[config.mk]
export PLATFORM = sky130hd
export DESIGN_NAME = mem_strobe_router
export DESIGN_NICKNAME = d
export VERILOG_FILES = /design/src/rtl/msr_pkg.sv /design/src/rtl/msr_region_decode.sv /design/src/rtl/msr_ext_gate.sv /design/src/rtl/msr_port_arbiter.sv /design/src/rtl/mem_strobe_router.sv
export SDC_FILE = /design/constraint.sdc
export NUM_CORES = 1
export LEC_CHECK = 0
export CORE_UTILIZATION = 35
export CTS_CLUSTER_SIZE = 30
export DETAILED_ROUTE_END_ITERATION = 12
export DONT_BUFFER_PORTS = 1
export PLACE_DENSITY = 0.58
export SLEW_MARGIN = 20
export SYNTH_ARGS = -nofsm -noshare
export SYNTH_HDL_FRONTEND = slang
export SYNTH_SLANG_ARGS = --single-unit
[constraint.sdc]
create_clock -name clk -period 2.3 [get_ports clk]
set_clock_uncertainty 0.05 [all_clocks]
set_input_delay 0.345 -clock clk [delete_from_list [all_inputs] [get_ports clk]]
set_output_delay 0.345 -clock clk [all_outputs]
set_load 0.03 [all_outputs]
[src/rtl/msr_pkg.sv]
package msr_pkg;
   typedef enum logic [1:0] {
      RGN_MAIN = 2'd0,
      RGN_SCR  = 2'd1,
      RGN_CSR  = 2'd2,
      RGN_EXT  = 2'd3
   } region_e;
endpackage

[src/rtl/msr_region_decode.sv]
module msr_region_decode
   import msr_pkg::*;
#(
   parameter int unsigned ADDR_W     = 16,
   parameter int unsigned MAIN_BYTES = 8192,
   parameter int unsigned SCR_BASE   = 32'hE000,
   parameter int unsigned SCR_BYTES  = 512
) (
   input  logic [ADDR_W-1:0] addr,
   output region_e           region
);
   localparam logic [ADDR_W-1:0] MAIN_TOP = ADDR_W'(MAIN_BYTES - 1);
   localparam logic [ADDR_W-1:0] SCR_LO   = ADDR_W'(SCR_BASE);
   localparam logic [ADDR_W-1:0] SCR_TOP  = ADDR_W'(SCR_BASE + SCR_BYTES - 1);

   // Everything above the scratch RAM up to the top of the map is the
   // register/buffer window; the gap between main RAM and scratch is off chip.
   always_comb begin
      if (addr <= MAIN_TOP)                       region = RGN_MAIN;
      else if (addr >= SCR_LO && addr <= SCR_TOP) region = RGN_SCR;
      else if (addr > SCR_TOP)                    region = RGN_CSR;
      else                                        region = RGN_EXT;
   end
endmodule

[src/rtl/msr_ext_gate.sv]
module msr_ext_gate
   import msr_pkg::*;
(
   input  logic    code_ext,
   input  region_e cpu_region,
   input  logic    psen_n,
   input  logic    rd_n,
   input  logic    wr_n,
   output logic    fetch_on_chip,
   output logic    data_on_chip,
   output logic    ext_psen_n,
   output logic    ext_rd_n,
   output logic    ext_wr_n
);
   // Only the low RAM can hold code, and only in internal-code mode.
   assign fetch_on_chip = ~code_ext & (cpu_region == RGN_MAIN);
   assign data_on_chip  = (cpu_region != RGN_EXT);

   assign ext_psen_n = psen_n | fetch_on_chip;
   assign ext_rd_n   = rd_n   | data_on_chip;
   assign ext_wr_n   = wr_n   | data_on_chip;
endmodule

[src/rtl/msr_port_arbiter.sv]
module msr_port_arbiter (
   input  logic clk,
   input  logic rst_n,
   input  logic cpu_int,
   input  logic dma_ok,
   output logic dma_gnt,
   output logic cpu_stall
);
   logic cpu_prio_q;

   assign dma_gnt   = dma_ok & ~cpu_prio_q;
   assign cpu_stall = dma_gnt & cpu_int;

   always_ff @(posedge clk or negedge rst_n) begin
      if (!rst_n) cpu_prio_q <= 1'b0;
      else        cpu_prio_q <= cpu_stall;
   end
endmodule

[src/rtl/mem_strobe_router.sv]
module mem_strobe_router
   import msr_pkg::*;
#(
   parameter int unsigned ADDR_W     = 16,
   parameter int unsigned MAIN_BYTES = 8192,
   parameter int unsigned SCR_BASE   = 32'hE000,
   parameter int unsigned SCR_BYTES  = 512
) (
   input  logic              clk,
   input  logic              rst_n,
   input  logic              code_ext,
   input  logic [ADDR_W-1:0] cpu_addr,
   input  logic              cpu_psen_n,
   input  logic              cpu_rd_n,
   input  logic              cpu_wr_n,
   input  logic              dma_req,
   input  logic              dma_we,
   input  logic [ADDR_W-1:0] dma_addr,
   output logic              dma_gnt,
   output logic              cpu_stall,
   output logic [ADDR_W-1:0] int_addr,
   output logic              cs_main,
   output logic              cs_scr,
   output logic              cs_csr,
   output logic              int_rd_n,
   output logic              int_wr_n,
   output logic              ext_psen_n,
   output logic              ext_rd_n,
   output logic              ext_wr_n
);
   localparam int unsigned N_REQ = 2;   // 0: CPU, 1: transfer agent

   if (MAIN_BYTES == 0 || SCR_BYTES == 0)
      $error("region sizes must be non-zero");
   if (SCR_BASE < MAIN_BYTES)
      $error("scratch RAM must sit above main RAM");
   if (SCR_BASE + SCR_BYTES > (64'd1 << ADDR_W))
      $error("scratch RAM exceeds address space");

   logic [ADDR_W-1:0] req_addr [N_REQ];
   region_e           req_rgn  [N_REQ];

   assign req_addr[0] = cpu_addr;
   assign req_addr[1] = dma_addr;

   for (genvar g = 0; g < N_REQ; g++) begin : g_dec
      msr_region_decode #(
         .ADDR_W    (ADDR_W),
         .MAIN_BYTES(MAIN_BYTES),
         .SCR_BASE  (SCR_BASE),
         .SCR_BYTES (SCR_BYTES)
      ) u_dec (
         .addr  (req_addr[g]),
         .region(req_rgn[g])
      );
   end

   logic fetch_on_chip, data_on_chip;

   msr_ext_gate u_gate (
      .code_ext     (code_ext),
      .cpu_region   (req_rgn[0]),
      .psen_n       (cpu_psen_n),
      .rd_n         (cpu_rd_n),
      .wr_n         (cpu_wr_n),
      .fetch_on_chip(fetch_on_chip),
      .data_on_chip (data_on_chip),
      .ext_psen_n   (ext_psen_n),
      .ext_rd_n     (ext_rd_n),
      .ext_wr_n     (ext_wr_n)
   );

   logic cpu_fetch_int, cpu_rd_int, cpu_wr_int, cpu_int, dma_ok;

   assign cpu_fetch_int = ~cpu_psen_n & fetch_on_chip;
   assign cpu_rd_int    = ~cpu_rd_n   & data_on_chip;
   assign cpu_wr_int    = ~cpu_wr_n   & data_on_chip;
   assign cpu_int       = cpu_fetch_int | cpu_rd_int | cpu_wr_int;
   assign dma_ok        = dma_req & ((req_rgn[1] == RGN_MAIN) | (req_rgn[1] == RGN_SCR));

   msr_port_arbiter u_arb (
      .clk      (clk),
      .rst_n    (rst_n),
      .cpu_int  (cpu_int),
      .dma_ok   (dma_ok),
      .dma_gnt  (dma_gnt),
      .cpu_stall(cpu_stall)
   );

   region_e sel_rgn;
   logic    sel_valid;

   always_comb begin
      sel_valid = 1'b0;
      sel_rgn   = RGN_EXT;
      int_addr  = cpu_addr;
      int_rd_n  = 1'b1;
      int_wr_n  = 1'b1;
      if (dma_gnt) begin
         sel_valid = 1'b1;
         sel_rgn   = req_rgn[1];
         int_addr  = dma_addr;
         int_rd_n  = dma_we;
         int_wr_n  = ~dma_we;
      end else if (cpu_int) begin
         sel_valid = 1'b1;
         sel_rgn   = req_rgn[0];
         // fetch and read merge onto one internal read strobe
         int_rd_n  = ~(cpu_fetch_int | cpu_rd_int);
         int_wr_n  = ~cpu_wr_int;
      end
   end

   assign cs_main = sel_valid & (sel_rgn == RGN_MAIN);
   assign cs_scr  = sel_valid & (sel_rgn == RGN_SCR);
   assign cs_csr  = sel_valid & (sel_rgn == RGN_CSR);
endmodule

Yosys cells after proc, flatten, opt, wreduce, memory -nomap -nowiden. Index checks and enable logic that the tools add are counted.

Order comparisons: 8. Equal/unequal tests: 4. Multiplexer cells: 15. Bitwise logic cells: 24. Reductions and logical operators: 5.

Operators with widths (count): greater-or-equal comparator 16 bit, second input constant (2); > comparator 16 bit, second input constant (2); <= comparator 16 x 13 -> 1 bit, second input constant (2); <= comparator 16 bit, second input constant (2); 2-to-1 mux 16 bit (1); 2-to-1 mux 2 bit (6); bitwise AND 1 bit (10); 2-to-1 mux 1 bit (8); NOT 1 bit (8); zero test 2 bit (3); OR 1 bit (6); == test 2 x 1 -> 1 bit, second input constant (2); == test 2 bit, second input constant (1); logical AND 1 bit (2); inequality test 2 bit, second input constant (1).

Register bits after elaboration: 1. Bits of input ports: 40. Output and inout port bits: 26. Logic and storage cells: 57.

Logic depth before layout (Yosys ltp). Gate-level depths: netlist of the first run.

Depth after elaboration: 13. Depth in mapped cells: 5. Gate-level depth less buffers: 4.

By module. A second synthesis of the first run with hierarchy kept.

Cells, all modules: 59. Area total of the unflattened synthesis: 456.7 µm².

Modules (own cells, without submodules): mem_strobe_router (times used 1, cells each 39, area an instance 314.1 µm², seq. area each 0.0 µm²); msr_region_decode (times used 2, cells each 6, area an instance 35.0 µm², seq. area each 0.0 µm²); msr_port_arbiter (times used 1, cells each 3, area an instance 40.0 µm², seq. area each 25.0 µm²); msr_ext_gate (times used 1, cells each 5, area an instance 32.5 µm², seq. area each 0.0 µm²).

Worst setup path before layout of the first run. Ideal clock, no wire load.

Path type: input port to output port. Start: input port dma_addr[12]. End: output port cs_main. Data arrival time: 1.822 ns. Data required time: 1.905 ns. Path slack: 0.083 ns. Stages: 5. Buffers on the path: 1. Cells stage by stage: nor4_1 and4_4 o21a_4 buf_4 mux2i_1.

Cells in the longest elaborated chain, start to end: 11. Elaborated cells on any way between the ends: 17. Classes of those cells: 4 x order compare; 1 x eq/ne; 5 x mux; 4 x bitwise; 3 x reduce/logical.

Ends and longest elaborated chain: start: declaration (RTL line mem_strobe_router.sv:18) `input logic [ADDR_W-1:0] dma_addr,`; > comparator 16 bit, or another cell as far along (RTL line msr_region_decode.sv:21) `else if (addr > SCR_TOP) region = RGN_CSR;`; 2-to-1 mux 1 bit / logical AND 1 bit (equally long branches) (RTL line msr_region_decode.sv:21, msr_region_decode.sv:20); 2-to-1 mux 2 bit (RTL line msr_region_decode.sv:20) `else if (addr >= SCR_LO && addr <= SCR_TOP) region = RGN_SCR;`; 2-to-1 mux 2 bit (*) (RTL line msr_region_decode.sv:19) `if (addr <= MAIN_TOP) region = RGN_MAIN;`; == test 2 x 1 -> 1 bit / zero test 2 bit (equally long branches) (RTL line mem_strobe_router.sv:79) `assign dma_ok = dma_req & ((req_rgn[1] == RGN_MAIN) | (req_rgn[1] == RGN_SCR));`; OR 1 bit (*) (RTL line mem_strobe_router.sv:79); bitwise AND 1 bit (*) (RTL line mem_strobe_router.sv:79); bitwise AND 1 bit (*) (RTL line msr_port_arbiter.sv:11) `assign dma_gnt = dma_ok & ~cpu_prio_q;`; named net dma_gnt (RTL line mem_strobe_router.sv:19) `output logic dma_gnt,`; 2-to-1 mux 2 bit (RTL line mem_strobe_router.sv:99) `if (dma_gnt) begin`; zero test 2 bit (RTL line mem_strobe_router.sv:114) `assign cs_main = sel_valid & (sel_rgn == RGN_MAIN);`; bitwise AND 1 bit (*) (RTL line mem_strobe_router.sv:114); end: declaration (RTL line mem_strobe_router.sv:22) `output logic cs_main,`.

Mark *: on every way through the listed nets, which the timed path passes. The rest lies on a longest branch.

Final worst setup path of the first run.
Start: input port dma_addr[12]. End: output port int_addr[2].

Cells in the longest elaborated chain, start to end: 9. Elaborated cells on any way between the ends: 14. Classes of those cells: 4 x order compare; 1 x eq/ne; 4 x mux; 3 x bitwise; 2 x reduce/logical.

Ends and longest elaborated chain: > comparator 16 bit, or another cell as far along (RTL line msr_region_decode.sv:21); 2-to-1 mux 1 bit / logical AND 1 bit (equally long branches) (RTL line msr_region_decode.sv:21, msr_region_decode.sv:20); 2-to-1 mux 2 bit (RTL line msr_region_decode.sv:20); 2-to-1 mux 2 bit (*) (RTL line msr_region_decode.sv:19); == test 2 x 1 -> 1 bit / zero test 2 bit (equally long branches) (RTL line mem_strobe_router.sv:79); OR 1 bit (*) (RTL line mem_strobe_router.sv:79); bitwise AND 1 bit (*) (RTL line mem_strobe_router.sv:79); bitwise AND 1 bit (*) (RTL line msr_port_arbiter.sv:11); 2-to-1 mux 16 bit (*) (RTL line mem_strobe_router.sv:99); end: declaration (RTL line mem_strobe_router.sv:21) `output logic [ADDR_W-1:0] int_addr,`.

Mark *: on every way between the ends. The rest lies on a longest branch, timed or not.

==> reports/results.md, run 1 <==
| Stage | Item | Reported |
|---|---|---|
| status | Result of the run | completed |
| floorplanning | Die width | 38.8 um |
| sta | Worst-case headroom to the max-slew limit | 59.5% |
| synthesis | Ys Warns | 0 |
| worst setup path | End of the worst register-to-register path | u_arb.cpu_prio_q |
| floorplanning | Total die area | 0.00151 mm2 |
| synthesis | Number of storage elements in the synthesis netlist | 1 |
| routing | Number of DRC markers after the initial detailed-route iteration | 2 |
| synthesis | Post-synthesis sequential area ratio | 5.28% |
| clocking | Resized cells post-CTS | 0 |
| sta | Summed negative setup slack over all endpoints | 0 ns |
| clocking | Post-CTS setup repair buffer count | 0 |
| worst setup path | Setup Crit Path Kind | in -> out |
| worst setup path | Required time at the worst-slack endpoint | 1.90 ns |
| power and ir drop | PD cells | 271 mW/mm2 |
| floorplanning | Site Rows | 12 |
| place | Count of input and output buffers | 0 |
| floorplanning | Initial Util | 40.0% |
| sta | Pin slew with the least headroom to its limit | 0.607 ns |
| place | Setup slack after placement | 0.213 ns |
| synthesis | Nets in the synthesized netlist | 90 |
| layout | Flip-flop count of the largest register after layout | 1 |
| layout | Share of layout cells above drive strength 1 | 51.7% |
| grt | Wire length of the first global-routing pass | 1300 um |
| grt | Met1 Track Usage GR | 13.2% |
| layout | Biggest registers after layout | u_arb.cpu_prio_q: 1 flops |
| sta | Setup repair after global routing missed its margin | false |
| grt | Largest net degree at the start of global routing | 24 |
| power and ir drop | Pleak | 0.236 nW |
| place | RD Place Congestion | 0.652 |
| worst setup path | Worst path arrival time | 1.68 ns |
| layout | Diode insertion count for antenna repair | 0 |
| sta | Max frequency | 482 MHz |
| worst setup path | Number of cells on the worst reg-to-reg path | 3 |
| clocking | Count of hold-fix buffers inserted at cts | 1 |
| sta | Hold Violations, Final | 0 |
| floorplanning | Y dimension of the die | 38.8 um |
| place | Detailed-placement wirelength estimate | 922 um |
| routing | ANT nets after route | 0 |
| grt | Total routing resource utilization after global routing | 11.6% |
| worst setup path | Setup slack of the worst register-to-register path | 0.78 ns |
| sta | Setup violators final | 0 |
| routing | Average detailed-routed wire length per instance | 14.7 um |
| sta | Final Slew Violations | 0 |
| floorplanning | CORE AREA | 0.00119 mm2 |
| layout | Final std cells w/o fill | 72 |
| sta | Minimum clock period | 2.08 ns |
| sta | Hold Worst Slack | 0.513 ns |
| layout | Highest-count cells in the layout ignoring fill and taps | sky130_fd_sc_hd__mux2_4 (10), sky130_fd_sc_hd__buf_4 (9), sky130_fd_sc_hd__o21ai_0 (5) |
| worst setup path | Worst reg2reg path startpoint | u_arb.cpu_prio_q |
| place | Number of cells in the design after placement | 71 |
| min path | Tightest Hold Check Type | in -> async |
| synthesis | Mean post-synth cell area | 9.48 um2 |
| routing | Final Routed Wirelength | 1060 um |
| synthesis | Post-synthesis cell area | 474 um2 |
| routing | Number of vias per cell | 5.89 |
| routing | Number of remaining DRC errors | 0 |
| layout | Most common library cell in the layout ignoring fill and taps | sky130_fd_sc_hd__mux2_4 |
| synthesis | Post-synth cell types | 26 |
| floorplanning | I/O pin total | 66 |
| grt | Global routing usage on met2 | 21.7% |
| synthesis | Synth Instances | 50 |
| grt | Overall overflow remaining after global route | 0 |
| grt | Number of global-route vias before repair | 320 |
| layout | Layout overhead on the synthesized area | 14.2% |
| worst setup path | CP Max Fanout | 23 |
| power and ir drop | Maximum ir drop on the vdd rail | 0.0000998 V |
| clocking | Clock-pin slew of the registers on the worst-case setup and hold paths | 0 ns |
| routing | Initial DRT Pass Iterations | 4 |
| sta | Crit path setup slack, layout | 0.225 ns |
| layout | Register with the most flip-flops | u_arb.cpu_prio_q |
| run | Maxcap violations | 0 |
| grt | Met3 GRT Util | 4.05% |
| sta | Post-route fraction of the period consumed by the critical path | 90.2% |
| clocking | Worst-skew pair later-pin latency | 0 ns |
| routing | Via count of the routed design | 424 |
| grt | Initial antenna violation count | 0 |
| layout | Final net count | 100 |
| worst setup path | Startpoint kind of the worst setup timing path | input port |
| grt | Most utilized layer in the global route result | met2 |
| worst setup path | Capturing element type of the critical path | primary output |
[worst max-delay path by stage]
stage / from / end / slack, ns / cells past startpoint
after floorplan: dma_addr[12] / cs_main / 0.08 / 5
after global placement: dma_addr[12] / int_addr[2] / 0.23 / 4
after detailed placement: dma_addr[12] / int_addr[2] / 0.21 / 4
after CTS: dma_addr[12] / int_addr[2] / 0.21 / 4
after global routing: dma_addr[12] / int_addr[4] / 0.18 / 4
final: dma_addr[12] / int_addr[2] / 0.22 / 4
[kinds of logic after synthesis]
logic type	Yosys count	share of synthesized area, %
simple gates	17	21.6
mux	15	43.0
compound gates	12	21.9
buf+inv	5	8.18
flops	1	5.28
[through the flow]
step / cell area [um2] / util [%] / total power [mW]
CTS: 542 / 45.7 / 0.147
finish: 542 / 45.7 / 0.147
global placement: 532 / 44.8 / 0.145
detailed placement: 532 / 44.8 / 0.146
global route: 542 / 45.7 / 0.154
floorplan: 474 / - / 0.130
[final cells by class]
type	count	area [um2]
fill	124	644
multi-input combinational	44	410
timing repair buffer	10	77.6
sequential	1	25.0
tap	14	17.5
inverter	3	11.3
[critical path: stages]
cell and delay [ns]:
sky130_fd_sc_hd__nor4_1 0.25, sky130_fd_sc_hd__and4_4 0.27, sky130_fd_sc_hd__o21a_4 0.34, sky130_fd_sc_hd__mux2_2 0.47
[cell usage after synthesis (all sizes together)]
master  instances  area share (%)
o21ai           5             5.3
or2             2             2.6
o41ai           1             3.4
and4            1             2.4
nor2            1            0.79
mux2i           2             4.2
nand2           3             2.4
inv             3             2.4
a21oi           1             1.8
o32ai           1             3.4
or4             1             1.6
buf             2             5.8
nand3           2             2.1
dfrtp           1             5.3
o211ai          1             1.6
or3             1             2.4
mux2           13              39
o21bai          1             1.6
nor2b           1             1.3
o21a            2             4.7
and2b           1             1.6
nor4            1             1.3
nor3            3             3.2
[power by group]
group	internal, mW	switching (mW)
clock	0	0
combinational	0.0460	0.0823
sequential	0.0181	0.0000638
total	0.0642	0.0824
[metal layers]
| metal | up-vias | wire, um |
|---|---|---|
| met4 | 0 | 0 |
| met5 | - | 0 |
| met2 | 27 | 524 |
| met1 | 191 | 377 |
| li1 | 206 | - |
| met3 | 0 | 159 |
(Power assumes the default switching activity.)
==> run 2: changes to the inputs <==
--- a/config.mk
+++ b/config.mk
@@ -5,6 +5,7 @@
 export SDC_FILE = /design/constraint.sdc
 export NUM_CORES = 1
 export LEC_CHECK = 0
+export CORE_MARGIN = 3
 export CORE_UTILIZATION = 35
 export CTS_CLUSTER_SIZE = 30
 export DETAILED_ROUTE_END_ITERATION = 12
==> constraint.sdc (replaced) <==
create_clock -name clk -period 2.08 [get_ports clk]
set_clock_uncertainty 0.05 [all_clocks]
set_input_delay 0.312 -clock clk [delete_from_list [all_inputs] [get_ports clk]]
set_output_delay 0.312 -clock clk [all_outputs]
set_load 0.03 [all_outputs]
==> reports/results.md, run 2 (synthesis gave the netlist of run 1 again) <==
| Stage | Item | Reported | vs previous |
|---|---|---|---|
| clocking | Worst-skew pair later-pin latency | 0 ns | about the same |
| sta | Worst-case headroom to the max-slew limit | 76.4% | was 59.5% |
| grt | Initial antenna violation count | 0 | unchanged |
| layout | Flip-flop count of the largest register after layout | 1 | unchanged |
| power and ir drop | Net switching power of the design | 92.9 uW | was 82.4 uW |
| worst setup path | Critical path's largest stage delay | 0.36 ns | was 0.47 ns |
| routing | ANT nets after route | 0 | unchanged |
| place | Number of cells in the design after placement | 73 | was 71 |
| power and ir drop | Reg power frac | 12.0% | was 12.4% |
| worst setup path | Cell family contributing the most delay on the critical path | simple AND/OR/NAND/NOR gates | unchanged |
| routing | Average detailed-routed wire length per instance | 16.4 um | was 14.7 um |
| worst setup path | Capturing element type of the critical path | primary output | unchanged |
| place | Area post-placement | 559 um2 | was 532 um2 |
| power and ir drop | Final total power | 167 uW | was 147 uW |
| sta | Final Slew Violations | 0 | unchanged |
| floorplanning | Site Rows | 12 | unchanged |
| grt | Overall overflow remaining after global route | 0 | unchanged |
| floorplanning | CORE AREA | 0.00119 mm2 | unchanged |
| grt | Total routing resource utilization after global routing | 11.9% | was 11.6% |
| worst setup path | Setup Crit Path Kind | in -> out | unchanged |
| layout | Highest-count cells in the layout ignoring fill and taps | sky130_fd_sc_hd__mux2_4 (10), sky130_fd_sc_hd__buf_4 (10), sky130_fd_sc_hd__o21ai_0 (5) | was sky130_fd_sc_hd__mux2_4 (10), sky130_fd_sc_hd__buf_4 (9), sky130_fd_sc_hd__o21ai_0 (5) |
| floorplanning | Initial Util | 40.0% | unchanged |
| floorplanning | Total die area | 0.00183 mm2 | was 0.00151 mm2 |
| sta | Hold Violations, Final | 0 | unchanged |
| run | Maxcap violations | 0 | unchanged |
| place | Detailed-placement wirelength estimate | 1120 um | was 922 um |
| routing | Initial DRT Pass Iterations | 4 | unchanged |
| power and ir drop | Net Sw Frac | 55.5% | was 56.2% |
| status | Result of the run | completed | unchanged |
| layout | Number of fill cells | 119 | was 124 |
| clocking | Clock-pin slew of the registers on the worst-case setup and hold paths | 0 ns | about the same |
| power and ir drop | Proportion of power drawn by combinational gates | 88.0% | was 87.6% |
| clocking | Resized cells post-CTS | 0 | unchanged |
| worst setup path | Cell with the largest stage delay on the worst path | sky130_fd_sc_hd__mux2_4 | was sky130_fd_sc_hd__mux2_2 |
| layout | Diode insertion count for antenna repair | 0 | unchanged |
| layout | Register with the most flip-flops | u_arb.cpu_prio_q | unchanged |
| grt | Largest net degree at the start of global routing | 14 | was 24 |
| worst setup path | Number of buffers and inverters on the critical path | 1 | was 0 |
| routing | Via count of the routed design | 426 | was 424 |
| routing | Number of DRC markers after the initial detailed-route iteration | 3 | was 2 |
| floorplanning | Die width | 42.8 um | was 38.8 um |
| layout | Post-route cell area | 569 um2 | was 542 um2 |
| layout | Share of layout cells above drive strength 1 | 53.3% | was 51.7% |
| worst setup path | Startpoint kind of the worst setup timing path | input port | unchanged |
| layout | Layout overhead on the synthesized area | 20.1% | was 14.2% |
| sta | Setup repair after global routing missed its margin | false | unchanged |
| routing | Final Routed Wirelength | 1220 um | was 1060 um |
| floorplanning | Y dimension of the die | 42.8 um | was 38.8 um |
| place | Count of input and output buffers | 0 | unchanged |
| worst setup path | Worst path cell trace | nor4_1 -> and4_4 -> o21a_4 -> buf_12 -> mux2_4 | was nor4_1 -> and4_4 -> o21a_4 -> mux2_2 |
| sta | Summed negative setup slack over all endpoints | 0 ns | unchanged |
| power and ir drop | Power share of the clock group | 0% | about the same |
| place | RD Place Congestion | 0.703 | was 0.652 |
| sta | Setup violators final | 0 | unchanged |
| min path | Tightest Hold Check Type | in -> async | unchanged |
| sta | Minimum clock period | 1.97 ns |  |
| clocking | Post-CTS setup repair buffer count | 0 | unchanged |
| worst setup path | Stages on the worst setup path | 5 | was 4 |
| worst setup path | Required time at the worst-slack endpoint | 1.72 ns | was 1.90 ns |
| floorplanning | I/O pin total | 66 | unchanged |
| sta | Max frequency | 508 MHz |  |
| power and ir drop | Total internal power | 74.5 uW | was 64.2 uW |
| worst setup path | Worst path arrival time | 1.61 ns | was 1.68 ns |
| grt | Number of global-route vias before repair | 417 | was 320 |
| sta | Post-route fraction of the period consumed by the critical path | 94.7% |  |
| sta | Pin slew with the least headroom to its limit | 0.352 ns | was 0.607 ns |
| worst setup path | Number of cells on the worst reg-to-reg path | 3 | unchanged |
| power and ir drop | PD cells | 294 mW/mm2 | was 271 mW/mm2 |
| routing | Number of vias per cell | 5.76 | was 5.89 |
| worst setup path | CP Max Fanout | 13 | was 23 |
| layout | Final std cells w/o fill | 74 | was 72 |
| power and ir drop | Maximum ir drop on the vdd rail | 0.000116 V | was 0.0000998 V |
| layout | Biggest registers after layout | u_arb.cpu_prio_q: 1 flops | unchanged |
| grt | Wire length of the first global-routing pass | 1850 um | was 1300 um |
| routing | Number of remaining DRC errors | 0 | unchanged |
| layout | Final net count | 102 | was 100 |
| power and ir drop | Pleak | 0.249 nW | was 0.236 nW |
-- run 2: cell types whose count changed in the layout (fill, tap and decap cells not counted), sizes merged --
cell  delta
buf      +2
-- run 2: through the flow --
step	utilization, %	worst slack [ns]	hold slack, ns
global route	48.0	0.0656	0.497
global placement	47.2	0.104	-0.0336
floorplan	-	-0.0707	-0.0336
finish	48.0	0.110	0.482
detailed placement	47.2	0.0988	-0.0336
CTS	48.0	0.0978	0.481
-- run 2: power groups by stage --
stage / Clock, mW / Combinational, mW / Sequential, mW
6_report: 0 / 0.147 / 0.0201
5_1_grt: 0 / 0.154 / 0.0201
4_1_cts: 0 / 0.148 / 0.0201
3_5_place_dp: 0 / 0.147 / 0.0201
3_3_place_gp: 0 / 0.146 / 0.0201
2_1_floorplan: 0 / 0.124 / 0.0201
-- run 2: what timing repair did --
item | 4_1_cts | 5_1_grt
endpoints found under the setup margin | 0 | 0
hold endpoints to repair | 1 | 0
hold buffers | 1 | 0
-- run 2: per-layer routing --
| layer | GRT usage (%) | wire length, um |
|---|---|---|
| met1 | 13.6 | 411 |
| met5 | 0 | 0 |
| met3 | 4.66 | 160 |
| met4 | 0 | 0 |
| met2 | 21.9 | 645 |
-- run 2: area by class of cell --
type                            instances  area, um2  share of cell area [%]
Inverter                                3       11.3                    1.98
Timing Repair Buffer                   12        105                    18.5
Tap cell                               14       17.5                    3.08
Multi-Input combinational cell         44        410                    72.1
Sequential cell                         1       25.0                    4.40
-- run 2: worst paths after layout --
path	start	endpoint	slack, ns
worst max register to register	u_arb.cpu_prio_q	u_arb.cpu_prio_q	0.68
max in group asynchronous	rst_n	u_arb.cpu_prio_q	1.39
worst min register to register	u_arb.cpu_prio_q	u_arb.cpu_prio_q	0.90
worst max-delay path	dma_addr[12]	int_addr[10]	0.11
min in group clk	cpu_wr_n	ext_wr_n	0.75
worst min-delay path	rst_n	u_arb.cpu_prio_q	0.48
==> run 3: changes to the inputs <==
--- a/config.mk
+++ b/config.mk
@@ -5,12 +5,14 @@
 export SDC_FILE = /design/constraint.sdc
 export NUM_CORES = 1
 export LEC_CHECK = 0
+export CELL_PAD_IN_SITES_DETAIL_PLACEMENT = 0
+export CELL_PAD_IN_SITES_GLOBAL_PLACEMENT = 1
 export CORE_MARGIN = 3
 export CORE_UTILIZATION = 35
 export CTS_CLUSTER_SIZE = 30
 export DETAILED_ROUTE_END_ITERATION = 12
 export DONT_BUFFER_PORTS = 1
-export PLACE_DENSITY = 0.58
+export PLACE_DENSITY = 0.81
 export SLEW_MARGIN = 20
 export SYNTH_ARGS = -nofsm -noshare
 export SYNTH_HDL_FRONTEND = slang
==> reports/results.md, run 3 (synthesis gave the netlist of run 1 again) <==
| Stage | Item | Reported | vs previous |
|---|---|---|---|
| status | Result of the run | completed | unchanged |
| place | RD Place Congestion | 0.771 | was 0.703 |
| sta | Worst-case headroom to the max-slew limit | 78.1% | was 76.4% |
| sta | Post-route fraction of the period consumed by the critical path | 93.5% | was 94.7% |
| layout | Register with the most flip-flops | u_arb.cpu_prio_q | unchanged |
| worst setup path | Startpoint kind of the worst setup timing path | input port | unchanged |
| routing | ANT nets after route | 0 | unchanged |
| power and ir drop | Proportion of power drawn by combinational gates | 88.1% | was 88.0% |
| min path | Tightest Hold Check Type | in -> async | unchanged |
| place | Detailed-placement wirelength estimate | 1190 um | was 1120 um |
| layout | Diode insertion count for antenna repair | 0 | unchanged |
| routing | Number of vias per cell | 5.79 | was 5.76 |
| routing | Via count of the routed design | 434 | was 426 |
| grt | Initial antenna violation count | 0 | unchanged |
| layout | Register area | 25.0 um2 | unchanged |
| floorplanning | Site Rows | 12 | unchanged |
| sta | Setup violators final | 0 | unchanged |
| layout | Final standard cell utilization of the core | 49.2% | was 48.0% |
| sta | Hold Violations, Final | 0 | unchanged |
| worst setup path | CP Max Fanout | 10 | was 13 |
| layout | Layout overhead on the synthesized area | 23.0% | was 20.1% |
| clocking | Clock-pin slew of the registers on the worst-case setup and hold paths | 0 ns | about the same |
| routing | Number of DRC markers after the initial detailed-route iteration | 3 | unchanged |
| run | Maxcap violations | 0 | unchanged |
| layout | Multi-input combinational cell area | 417 um2 | was 410 um2 |
| power and ir drop | Reg power frac | 11.9% | was 12.0% |
| grt | Overall overflow remaining after global route | 0 | unchanged |
| routing | Average detailed-routed wire length per instance | 17.5 um | was 16.4 um |
| layout | Share of layout cells above drive strength 1 | 55.7% | was 53.3% |
| power and ir drop | Pleak | 0.255 nW | was 0.249 nW |
| floorplanning | Die width | 42.8 um | unchanged |
| power and ir drop | Net switching power of the design | 93.4 uW | was 92.9 uW |
| power and ir drop | Net Sw Frac | 55.3% | was 55.5% |
| worst setup path | Worst path arrival time | 1.58 ns | was 1.61 ns |
| sta | Pin slew with the least headroom to its limit | 0.328 ns | was 0.352 ns |
| sta | Hold Worst Slack | 0.480 ns | was 0.482 ns |
| grt | Total routing resource utilization after global routing | 12.8% | was 11.9% |
| routing | Initial DRT Pass Iterations | 4 | unchanged |
| worst setup path | Setup Crit Path Kind | in -> out | unchanged |
| sta | Minimum clock period | 1.95 ns | was 1.97 ns |
| layout | Flip-flop count of the largest register after layout | 1 | unchanged |
| place | Number of cells in the design after placement | 74 | was 73 |
| floorplanning | Total die area | 0.00183 mm2 | unchanged |
| grt | Largest net degree at the start of global routing | 11 | was 14 |
| floorplanning | Y dimension of the die | 42.8 um | unchanged |
| power and ir drop | Maximum ir drop on the vdd rail | 0.000122 V | was 0.000116 V |
| floorplanning | I/O pin total | 66 | unchanged |
| routing | Final Routed Wirelength | 1320 um | was 1220 um |
| sta | Max frequency | 514 MHz | was 508 MHz |
| layout | Final std cells w/o fill | 75 | was 74 |
| routing | Number of remaining DRC errors | 0 | unchanged |
| floorplanning | CORE AREA | 0.00119 mm2 | unchanged |
| power and ir drop | Power share of the clock group | 0% | about the same |
| layout | Most common library cell in the layout ignoring fill and taps | sky130_fd_sc_hd__buf_4 |  |
| sta | Setup repair after global routing missed its margin | false | unchanged |
| clocking | Worst-skew pair later-pin latency | 0 ns | about the same |
| floorplanning | Initial Util | 40.0% | unchanged |
| layout | Biggest registers after layout | u_arb.cpu_prio_q: 1 flops | unchanged |
| worst setup path | Capturing element type of the critical path | primary output | unchanged |
| layout | Highest-count cells in the layout ignoring fill and taps | sky130_fd_sc_hd__buf_4 (11), sky130_fd_sc_hd__mux2_4 (10), sky130_fd_sc_hd__o21ai_0 (5) | was sky130_fd_sc_hd__mux2_4 (10), sky130_fd_sc_hd__buf_4 (10), sky130_fd_sc_hd__o21ai_0 (5) |
| grt | Wire length of the first global-routing pass | 1950 um | was 1850 um |
| sta | Final Slew Violations | 0 | unchanged |
| power and ir drop | PD cells | 290 mW/mm2 | was 294 mW/mm2 |
| layout | Final net count | 103 | was 102 |
| layout | Number of fill cells | 105 | was 119 |
| worst setup path | Required time at the worst-slack endpoint | 1.72 ns | about the same |
| power and ir drop | Total internal power | 75.4 uW | was 74.5 uW |
| place | Count of input and output buffers | 0 | unchanged |
| grt | Number of global-route vias before repair | 403 | was 417 |
[run 3: changes by cell type in the layout (fill, tap and decap cells not counted), sizes merged]
cell  delta
buf      +1
[run 3: final timing paths]
kind / start / to / slack, ns / cells after the start
max reg2reg: u_arb.cpu_prio_q / u_arb.cpu_prio_q / 0.57 / 4
min reg2reg: u_arb.cpu_prio_q / u_arb.cpu_prio_q / 1.04 / 4
max in group asynchronous: rst_n / u_arb.cpu_prio_q / 1.40 / 1
min in group clk: cpu_rd_n / ext_rd_n / 0.75 / 1
max: dma_addr[12] / int_wr_n / 0.13 / 6
min: rst_n / u_arb.cpu_prio_q / 0.48 / 1
[run 3: final cells by class]
type                            instances  share of cell area, %
Multi-Input combinational cell         44                   71.5
Timing Repair Buffer                   13                   19.3
Sequential cell                         1                   4.29
Tap cell                               14                   3.00
Inverter                                3                   1.93
[run 3: worst max-delay path, cell delays in order]
cell and delay (ns):
sky130_fd_sc_hd__nor4_2 0.27, sky130_fd_sc_hd__and4_4 0.27, sky130_fd_sc_hd__o21a_4 0.17, sky130_fd_sc_hd__buf_4 0.17
sky130_fd_sc_hd__mux2i_1 0.20, sky130_fd_sc_hd__buf_4 0.18
[run 3: routing by layer]
metal  track usage (%)  vias up  share of wire (%)
met4                 0        0                  0
met5                 0        -                  0
met2              22.8       28                 51
li1                  -      213                  -
met1              17.1      193                 38
met3              1.69        0                 11
[run 3: power by group through the flow]
stage	Sequential, mW	Clock, mW	Combinational [mW]
after floorplan	0.0201	0	0.124
after global placement	0.0201	0	0.147
after detailed placement	0.0201	0	0.148
after CTS	0.0201	0	0.150
after global routing	0.0201	0	0.155
final	0.0201	0	0.149
[run 3: through the flow]
stage          power, mW  worst slack, ns  setup TNS, ns  instance area [um2]
2_1_floorplan      0.144          -0.0707         -0.141                  474
3_3_place_gp       0.167            0.136              0                  567
3_5_place_dp       0.168           0.0567              0                  567
4_1_cts            0.170           0.0521              0                  577
5_1_grt            0.175        0.0000826              0                  583
6_report           0.169            0.135              0                  583
[run 3: timing repair]
action / in CTS / in global routing
hold endpoints to repair: 1 / 0
setup endpoints to repair: 0 / 3
hold buffers: 1 / 0
buffers inserted: 0 / 0
resized for setup: 0 / 1
